**config.mk**
```make
export PLATFORM = sky130hd
export DESIGN_NAME = black_servo
export DESIGN_NICKNAME = d
export VERILOG_FILES = /design/src/rtl/black_servo_pkg.sv /design/src/rtl/bs_win_edge.sv /design/src/rtl/bs_err_accum.sv /design/src/rtl/bs_line_pacer.sv /design/src/rtl/bs_corr_integ.sv /design/src/rtl/black_servo.sv
export SDC_FILE = /design/constraint.sdc
export NUM_CORES = 1
export LEC_CHECK = 0
export ABC_AREA = 0
export ABC_CLOCK_PERIOD_IN_PS = 5460
export BUFFER_PORTS_ARGS = -buffer_cell sky130_fd_sc_hd__buf_2
export CORE_MARGIN = 2
export CORE_UTILIZATION = 40
export DETAILED_ROUTE_END_ITERATION = 8
export GPL_TIMING_DRIVEN = 0
export PLACE_DENSITY = 0.65
export SLEW_MARGIN = 10
export SYNTH_ARGS = -nofsm -noshare
export SYNTH_HDL_FRONTEND = slang
export SYNTH_SLANG_ARGS = --single-unit
```
**constraint.sdc**
```tcl
create_clock -name clk -period 5.46 [get_ports clk]
set_input_delay 0.546 -clock clk [delete_from_list [all_inputs] [get_ports clk]]
set_output_delay 0.546 -clock clk [all_outputs]
set_load 0.05 [all_outputs]
```
**src/rtl/black_servo_pkg.sv**
```systemverilog
package black_servo_pkg;

  // index of the highest set bit; 0 for an input of 0 or 1
  function automatic int msb_index(input longint unsigned v);
    int n;
    n = 0;
    for (int i = 0; i < 64; i++) begin
      if (v[i]) n = i;
    end
    return n;
  endfunction

  // mean error scaled by the bandwidth shift
  function automatic longint servo_step(input longint sum, input longint unsigned count,
                                        input int bw_shift);
    return sum >>> (msb_index(count) + bw_shift);
  endfunction

  // clip a value into a signed range of the given width
  function automatic longint clip_signed(input longint v, input int w);
    longint hi;
    longint lo;
    hi = (longint'(1) <<< (w - 1)) - 1;
    lo = -hi - 1;
    if (v > hi) return hi;
    if (v < lo) return lo;
    return v;
  endfunction

endpackage

```
**src/rtl/bs_win_edge.sv**
```systemverilog
module bs_win_edge (
  input  logic clk,
  input  logic rst_n,
  input  logic win,
  output logic win_fall
);
  logic win_q;

  always_ff @(posedge clk) begin
    if (!rst_n) win_q <= 1'b0;
    else        win_q <= win;
  end

  assign win_fall = win_q & ~win;
endmodule

```
**src/rtl/bs_err_accum.sv**
```systemverilog
module bs_err_accum #(
  parameter int SAMPLE_W = 10,
  parameter int LEVEL_W  = 8,
  parameter int CNT_W    = 12,
  localparam int ERR_W   = SAMPLE_W + 2,
  localparam int ACC_W   = ERR_W + CNT_W
) (
  input  logic                    clk,
  input  logic                    rst_n,
  input  logic                    clear,
  input  logic                    win,
  input  logic [SAMPLE_W-1:0]     sample,
  input  logic [LEVEL_W-1:0]      level,
  output logic signed [ACC_W-1:0] err_sum,
  output logic [CNT_W-1:0]        pix_cnt
);
  logic signed [ERR_W-1:0] err;
  logic                    cnt_full;

  assign err      = $signed({2'b00, sample}) - $signed({{(ERR_W - LEVEL_W){1'b0}}, level});
  assign cnt_full = &pix_cnt;

  always_ff @(posedge clk) begin
    if (!rst_n || clear) begin
      err_sum <= '0;
      pix_cnt <= '0;
    end else if (win && !cnt_full) begin
      err_sum <= err_sum + {{CNT_W{err[ERR_W-1]}}, err};
      pix_cnt <= pix_cnt + 1'b1;
    end
  end
endmodule

```
**src/rtl/bs_line_pacer.sv**
```systemverilog
module bs_line_pacer #(
  parameter int RATE_W = 4
) (
  input  logic              clk,
  input  logic              rst_n,
  input  logic              en,
  input  logic              win_fall,
  input  logic [RATE_W-1:0] rate,
  output logic              commit
);
  logic [RATE_W-1:0] lines;
  logic [RATE_W:0]   lines_next;
  logic [RATE_W:0]   eff_rate;

  assign lines_next = {1'b0, lines} + 1'b1;
  assign eff_rate   = (rate == '0) ? (RATE_W+1)'(1) : {1'b0, rate};
  assign commit     = en & win_fall & (lines_next >= eff_rate);

  always_ff @(posedge clk) begin
    if (!rst_n || !en || commit) lines <= '0;
    else if (win_fall)           lines <= lines + 1'b1;
  end
endmodule

```
**src/rtl/bs_corr_integ.sv**
```systemverilog
module bs_corr_integ
  import black_servo_pkg::*;
#(
  parameter int LEVEL_W = 8,
  parameter int CORR_W  = 10,
  parameter int ACC_W   = 24,
  parameter int CNT_W   = 12,
  parameter int SHIFT_W = 3
) (
  input  logic                     clk,
  input  logic                     rst_n,
  input  logic                     en,
  input  logic                     commit,
  input  logic signed [ACC_W-1:0]  err_sum,
  input  logic [CNT_W-1:0]         pix_cnt,
  input  logic [SHIFT_W-1:0]       bw_shift,
  input  logic [LEVEL_W-1:0]       level,
  output logic signed [ACC_W-1:0]  avg_step,
  output logic signed [CORR_W-1:0] corr
);
  assign avg_step = ACC_W'(servo_step(longint'(err_sum), 64'(pix_cnt), int'(bw_shift)));

  always_ff @(posedge clk) begin
    if (!rst_n) begin
      corr <= '0;
    end else if (!en) begin
      corr <= $signed({{(CORR_W - LEVEL_W){1'b0}}, level});
    end else if (commit && pix_cnt != '0) begin
      corr <= CORR_W'(clip_signed(longint'(corr) - longint'(avg_step), CORR_W));
    end
  end
endmodule

```
**src/rtl/black_servo.sv**
```systemverilog
module black_servo #(
  parameter int SAMPLE_W = 10,
  parameter int LEVEL_W  = 8,
  parameter int CORR_W   = 10,
  parameter int CNT_W    = 12,
  parameter int RATE_W   = 4,
  parameter int SHIFT_W  = 3
) (
  input  logic                     clk,
  input  logic                     rst_n,
  input  logic [SAMPLE_W-1:0]      adc_code,
  input  logic                     ob_window,
  input  logic [LEVEL_W-1:0]       clamp_level,
  input  logic                     loop_enable,
  input  logic [RATE_W-1:0]        line_interval,
  input  logic [SHIFT_W-1:0]       filter_shift,
  output logic signed [CORR_W-1:0] offset_corr
);
  localparam int ACC_W = SAMPLE_W + 2 + CNT_W;

  logic                    win_fall;
  logic                    commit;
  logic                    sum_clear;
  logic signed [ACC_W-1:0] err_sum;
  logic [CNT_W-1:0]        pix_cnt;
  logic signed [ACC_W-1:0] avg_step;

  assign sum_clear = commit | ~loop_enable;

  bs_win_edge u_edge (
    .clk(clk), .rst_n(rst_n), .win(ob_window), .win_fall(win_fall)
  );

  bs_err_accum #(.SAMPLE_W(SAMPLE_W), .LEVEL_W(LEVEL_W), .CNT_W(CNT_W)) u_accum (
    .clk(clk), .rst_n(rst_n), .clear(sum_clear), .win(ob_window),
    .sample(adc_code), .level(clamp_level), .err_sum(err_sum), .pix_cnt(pix_cnt)
  );

  bs_line_pacer #(.RATE_W(RATE_W)) u_pacer (
    .clk(clk), .rst_n(rst_n), .en(loop_enable), .win_fall(win_fall),
    .rate(line_interval), .commit(commit)
  );

  bs_corr_integ #(.LEVEL_W(LEVEL_W), .CORR_W(CORR_W), .ACC_W(ACC_W),
                  .CNT_W(CNT_W), .SHIFT_W(SHIFT_W)) u_integ (
    .clk(clk), .rst_n(rst_n), .en(loop_enable), .commit(commit),
    .err_sum(err_sum), .pix_cnt(pix_cnt), .bw_shift(filter_shift),
    .level(clamp_level), .avg_step(avg_step), .corr(offset_corr)
  );
endmodule

```
# Word level (Yosys, flattened, before mapping)

Cells that the tools add are included.

Add/sub/neg operators: 7
Magnitude comparators: 3
Eq/ne operators: 1
Shift operators: 1
Muxes and demuxes: 27
Bitwise logic cells: 6
Reduce and logical (&&, ||, !) cells: 12

Operators by type and width:

| operator                                                                          | count |
|---|---|
| 10-bit two-way mux                                                                | 3 |
| 25-bit by 10-bit greater-than comparator with 1-bit output, second input constant | 1 |
| 25-bit by 10-bit less-than comparator with 1-bit output, second input constant    | 1 |
| 10-bit by 24-bit subtractor with 25-bit output                                    | 1 |
| 24-bit adder                                                                      | 1 |
| 24-bit by 5-bit >>> shifter with 24-bit output                                    | 1 |
| 4-bit two-way mux                                                                 | 5 |
| 8-bit two-way mux                                                                 | 2 |
| 12-bit by 1-bit adder with 12-bit output, second input constant                   | 1 |
| 3-bit two-way mux                                                                 | 4 |
| 12-bit AND reduction                                                              | 1 |
| 12-bit nonzero test                                                               | 1 |
| 10-bit by 8-bit subtractor with 11-bit output                                     | 1 |
| 1-bit two-way mux                                                                 | 10 |
| 9-bit two-way mux                                                                 | 1 |
| 4-bit by 1-bit adder with 5-bit output, second input constant                     | 1 |
| 4-bit by 3-bit adder with 5-bit output                                            | 1 |
| 5-bit greater-or-equal comparator                                                 | 1 |
| 4-bit by 1-bit adder with 4-bit output, second input constant                     | 1 |
| 4-bit logical NOT                                                                 | 1 |
| 2-bit two-way mux                                                                 | 2 |
| 1-bit bitwise AND                                                                 | 3 |
| 1-bit logical NOT                                                                 | 3 |
| 1-bit logical OR                                                                  | 3 |
| other kinds (5)                                                                   | 7 |

Bits in registers: 51
Output and inout port bits: 10
Logic and storage cells: 63

# Logic depth before layout (Yosys ltp)

Depth after elaboration: 27
Depth in mapped cells: 33
Gate-level depth less buffers: 31

# By module

A second synthesis with hierarchy kept.

Cells, all modules: 973
Area, all modules: 6954.2 um^2

By module, submodules not included:

| module        | instances | cells each | area an instance (um^2) |
|---|---|---|---|
| bs_corr_integ | 1         | 547        | 3606.0 |
| bs_err_accum  | 1         | 384        | 2989.1 |
| bs_line_pacer | 1         | 38         | 316.6 |
| bs_win_edge   | 1         | 3          | 36.3 |
| black_servo   | 1         | 1          | 6.3 |

# Least setup slack after synthesis

Ideal clock, no wire load.

Path kind: register -> register
From: register u_accum.pix_cnt[3]
To: register u_integ.corr[7]
Library setup time: 0.137 ns
Data arrival time: 5.884 ns
Slack: -0.562 ns
Stages on the path, launching flop included: 28
Buffers on the path: 4
Period minus slack after synthesis: 6.022 ns
Cells stage by stage: dfxtp_1 clkbuf_1 a21oi_1 nor2_1 nor2_1 nor2_1 nor2_1 nor2_1 nor2_1 o21bai_1 ha_1 clkbuf_1 buf_1 clkbuf_1 mux2i_1 mux2i_1 mux4_2 ha_1 nor2b_1 o31a_4 o2111ai_2 nand2_1 xor2_1 or4_4 nor4b_4 a41oi_2 a221oi_1 a211oi_1

Cells in the longest elaborated chain, start to end: 22
Elaborated cells on any way between the ends: 32
Those cells by class: add/sub (2); order compare (2); eq/ne (1); shift (1); mux (24); reduce/logical (2)

RTL lines:

| element                                                 | line                  | text |
|---|---|---|
| start, declared                                         | bs_err_accum.sv:15    | `output logic [CNT_W-1:0] pix_cnt` |
| start signal, assigned                                  | bs_err_accum.sv:29    | `pix_cnt <= pix_cnt + 1'b1;` |
| 2-bit two-way mux                                       | black_servo_pkg.sv:8  | `if (v[i]) n = i;` |
| 3-bit two-way mux (4 in a row)                          | black_servo_pkg.sv:8  |  |
| 4-bit two-way mux (4 in a row)                          | black_servo_pkg.sv:8  |  |
| 4-bit by 3-bit adder with 5-bit output                  | black_servo_pkg.sv:16 | `return sum >>> (msb_index(count) + bw_shift);` |
| 24-bit by 5-bit >>> shifter with 24-bit output          | black_servo_pkg.sv:16 |  |
| 10-bit by 24-bit subtractor with 25-bit output          | bs_corr_integ.sv:29   | `corr <= CORR_W'(clip_signed(longint'(corr) - longint'(avg_step), CORR_W));` |
| 25-bit by 10-bit less-than comparator with 1-bit output | black_servo_pkg.sv:26 | `if (v < lo) return lo;` |
| 1-bit two-way mux (2 in a row)                          | black_servo_pkg.sv:26 |  |
| 1-bit two-way mux                                       | bs_corr_integ.sv:28   | `end else if (commit && pix_cnt != '0) begin` |
| 1-bit two-way mux                                       | bs_corr_integ.sv:26   | `end else if (!en) begin` |
| 1-bit two-way mux                                       | bs_corr_integ.sv:24   | `if (!rst_n) begin` |
| 10-bit two-way mux                                      | black_servo_pkg.sv:27 | `return v;` |
| 10-bit two-way mux                                      | black_servo_pkg.sv:26 |  |
| 8-bit two-way mux                                       | bs_corr_integ.sv:28   |  |
| 8-bit two-way mux                                       | bs_corr_integ.sv:26   |  |
| end signal, assigned                                    | bs_corr_integ.sv:27   | `corr <= $signed({{(CORR_W - LEVEL_W){1'b0}}, level});` |
| end signal, assigned                                    | bs_corr_integ.sv:29   |  |
| end, declared                                           | bs_corr_integ.sv:19   | `output logic signed [CORR_W-1:0] corr` |

Several ways; a longest one is shown, not always the timed one. The select of a mux whose other input is x is not followed.
A chain may end at the register's enable or synchronous reset.

# Worst setup path in the final report

From: register u_accum.pix_cnt[2]
To: register u_integ.corr[6]

Cells in the longest elaborated chain, start to end: 23
Elaborated cells on any way between the ends: 33
Those cells by class: add/sub (2); order compare (2); eq/ne (1); shift (1); mux (25); reduce/logical (2)

RTL lines:

| element                                                 | line |
|---|---|
| 2-bit two-way mux (2 in a row)                          | black_servo_pkg.sv:8 |
| 3-bit two-way mux (4 in a row)                          | black_servo_pkg.sv:8 |
| 4-bit two-way mux (4 in a row)                          | black_servo_pkg.sv:8 |
| 4-bit by 3-bit adder with 5-bit output                  | black_servo_pkg.sv:16 |
| 24-bit by 5-bit >>> shifter with 24-bit output          | black_servo_pkg.sv:16 |
| 10-bit by 24-bit subtractor with 25-bit output          | bs_corr_integ.sv:29 |
| 25-bit by 10-bit less-than comparator with 1-bit output | black_servo_pkg.sv:26 |
| 1-bit two-way mux (2 in a row)                          | black_servo_pkg.sv:26 |
| 1-bit two-way mux                                       | bs_corr_integ.sv:28 |
| 1-bit two-way mux                                       | bs_corr_integ.sv:26 |
| 1-bit two-way mux                                       | bs_corr_integ.sv:24 |
| 10-bit two-way mux                                      | black_servo_pkg.sv:27 |
| 10-bit two-way mux                                      | black_servo_pkg.sv:26 |
| 8-bit two-way mux                                       | bs_corr_integ.sv:28 |
| 8-bit two-way mux                                       | bs_corr_integ.sv:26 |

Several ways; a longest one is shown, not always the timed one. The select of a mux whose other input is x is not followed.

==> results.py <==
metrics = {
    "worst_hold_path": {
        "min_path_type": "reg2reg",
    },
    "clock_tree": {
        "htree_levels": 2,
        "cts_buffer_depth": 2,
        "clkSinkCount": 51,
        "clk_latency_ns": 0.30,
        "numCtsBuffers": 5,
        "cts-root-buf": "clkbuf_16",
        "cts_tree": "built",
        "path_clk_slew_ns": 0.08,
    },
    "grt": {
        "grt_antenna_before_repair": 0,
        "grt_remaining_overflow": 0,
        "grt_start_max_net_pins": 18,
        "grt_usage": 0.221,
        "first_global_vias": 6449,
        "grt_pass1_wl_mm": 32.4,
    },
    "cells_and_area": {
        "drive_gt1_frac": 0.248,
        "multi_input_area_um2": 6020,
        "antenna_cells": 0,
        "fillCellCount": 1561,
        "ff_latch_area_um2": 1030,
        "nNetsFinal": 1045,
        "area_delta_synth_final_pct": 24.2,
    },
    "sta": {
        "period_share": 1.13,
        "fin_crit_ns": 6.15,
        "rsz0062_at_grt": "yes",
        "fmax_mhz": 163,
        "setup_ws_ns": -0.690,
        "clock_skew_ns": 0.00969,
        "worst_pin_slew_ns": 0.845,
        "slew_headroom": 0.436,
        "timing_hold_violations_final": 0,
        "setup_violations": 9,
        "maxSlewViolCount": 0,
    },
    "route": {
        "vias_per_cell": 5.76,
        "ant_nets": 0,
        "vias": 6731,
        "finalWirelength_mm": 20.1,
        "avgRoutedWirePerCell_um": 17.2,
        "drcViolationCount": 0,
        "drt_first_pass_iters": 4,
        "drt-initial-drc-count": 420,
    },
    "die": {
        "die_w_um": 134,
        "rows": 47,
        "die_area_um2": 17900,
        "io_pins": 39,
        "start_util": 0.408,
        "coreArea_um2": 16500,
        "dieHeight_um": 134,
    },
    "setup_path": {
        "slowest_delay_ns": 0.55,
        "start_kind": "register",
        "cp_max_fo": 10,
        "cp.required_ns": 5.63,
        "timing.critical_path.mode_cell": "nor2_1",
        "cp_top_family": "simple AND/OR/NAND/NOR gates",
        "worstPathArrival_ns": 6.32,
        "critPathKind": "reg2reg",
        "crit_slowest_cell": "or4_4",
        "path_buf_inv": 4,
        "critPathCaptureType": "register",
    },
    "outcome": {
        "violations": "negative setup slack",
        "outcome": "finished with violations",
    },
    "placed_design": {
        "numPortBuffers": 38,
        "dp_hpwl_mm": 15.1,
        "pre_cts_ws_ns": -1.17,
        "gp_congestion": 0.916,
    },
    "power_and_ir_drop": {
        "p_leak_nw": 3.64,
        "total_power_w": 0.00190,
        "irDropWorstVdd_uv": 116,
        "power.switching_w": 0.000782,
        "clock_power_share": 0.196,
        "p_int_w": 0.00112,
        "power_frac_seq": 0.219,
        "comb_power_share": 0.585,
        "powerDensity_nw_per_um2": 227,
        "switching_share": 0.412,
    },
    "yosys": {
        "ys_types": 81,
        "avgSynthCellArea_um2": 7.73,
        "ys.flop_type": "dfxtp_1",
        "yosysWarnings": 0,
        "synth_nets": 970,
        "synth_area_um2": 6740,
        "ys_ff_latch": 51,
        "seq_area_frac_synth": 0.152,
        "synth_edf_count": 0,
        "synthCells": 872,
        "ys_async_sr_fraction": 0,
    },
    "run": {
        "max_cap_viol_count": 0,
    },
}
==> sequential cells by signal, summed over array words and instances, names as in the netlist <==
signal and count:
u_pacer.lines 4, u_integ.corr 10, u_edge.win_q 1, u_accum.pix_cnt 12
u_accum.err_sum 24
==> layout make-up <==
cell class / count / share of cell area
clock inverter: 3 / 0.00553
sequential: 51 / 0.123
multi-input combinational: 741 / 0.719
inverter: 38 / 0.0170
clock buffer: 5 / 0.0149
timing repair buffer: 72 / 0.0610
tap: 220 / 0.0329
buffer: 38 / 0.0269
==> worst register-to-register path, delay by kind of cell (launching register included) <==
kind	cells	cell delay, ns
muxes	3	0.63
and+or+nand+nor	10	1.64
adders and majority gates	3	1.00
buffers and inverters	4	0.60
DFF	1	0.33
xor gates and xnor gates	1	0.24
AOI/OAI and AO/OA	8	1.56
==> kinds of logic (layout without fill, tap and decap cells) <==
kind of cell,after synthesis,after routing,synth area share
adder cells (fa/ha/maj),69,69,0.133
buffers and inverters,80,156,0.0481
multiplexers,61,61,0.121
flip-flops,51,51,0.152
XOR/XNOR,55,55,0.0754
AND/OR/NAND/NOR,298,298,0.210
AO/OA/AOI/OAI,258,258,0.262
==> synth_stat cells, types with 10 or more instances <==
master / instances / area, um^2
a211oi_1: 20 / 150
inv_1: 38 / 143
dfxtp_1: 51 / 1020
o21ai_0: 35 / 175
nand2_1: 88 / 330
a221oi_1: 10 / 87.6
mux2i_1: 41 / 410
clkbuf_1: 28 / 105
o21a_1: 14 / 105
and3_1: 10 / 62.6
xnor2_1: 32 / 280
a21o_1: 23 / 173
mux4_2: 16 / 360
nand4_1: 15 / 93.8
nor3_1: 14 / 70.1
nor2_1: 100 / 375
a21oi_1: 75 / 375
xor2_1: 21 / 184
ha_1: 65 / 813
nand3_1: 20 / 100
==> power by group through the flow <==
stage	sequential (W)	clock (W)	combinational, W
6_report	0.000415	0.000372	0.00111
4_1_cts	0.000413	0.000378	0.000984
3_3_place_gp	0.000420	0	0.000843
2_1_floorplan	0.000438	0	0.000649
3_5_place_dp	0.000419	0	0.000846
5_1_grt	0.000418	0.000387	0.00119
==> metal layers <==
metal,vias to the layer above,track usage,share of wire
li1,3386,-,-
met1,3194,0.296,0.47
met2,114,0.380,0.48
met3,37,0.0144,0.023
met4,0,0.0697,0.030
met5,-,0,0
==> final timing paths <==
check / from / to / slack [ns] / depth (start not counted)
min reg2reg: u_accum.err_sum[0] / u_accum.err_sum[0] / 0.49 / 2
min: u_accum.err_sum[0] / u_accum.err_sum[0] / 0.49 / 2
max reg2reg: u_accum.pix_cnt[2] / u_integ.corr[6] / -0.69 / 29
max: u_accum.pix_cnt[2] / u_integ.corr[6] / -0.69 / 29
==> stage by stage <==
step           std cells  area [um^2]  utilization  hold WS (ns)  TNS [ns]
2_1_floorplan        872         6790            -         0.453         0
3_3_place_gp        1130         7250        0.439         0.470    -11.06
3_5_place_dp        1130         7250        0.439         0.474    -11.63
4_1_cts             1159         8010        0.485         0.488     -5.55
5_1_grt             1168         8370        0.507         0.521     -7.99
6_report            1168         8370        0.507         0.491     -6.00
==> what timing repair did <==
action                     4_1_cts  5_1_grt
gates cloned                     2        0
setup endpoints to repair       11       11
gates resized for setup         81       70
pin swaps                       24       50
buffers inserted                21       11
hold buffers                     0        0
==> cells in the final DEF (no fill, tap or decap), drive strengths merged, types with 5 or more instances in the layout <==
cell type,netlist,layout
nor2,101,101
nand2,88,88
buf,14,85
a21oi,76,76
ha,65,65
dfxtp,51,51
o21ai,43,43
mux2i,41,41
inv,38,39
xnor2,33,33
clkbuf,28,29
a21o,23,23
xor2,22,22
nand3,20,20
a211oi,20,20
mux4,16,16
nand4,15,15
nor3,15,15
o21a,14,14
a221oi,10,10
and3,10,10
o31ai,10,10
nor2b,9,9
o21bai,7,7
o211ai,7,7
or3,7,7
and2,7,7
a31oi,6,6
nand2b,6,6
o22ai,6,6
nor4,5,5
Power figures use the tool's default switching activity.
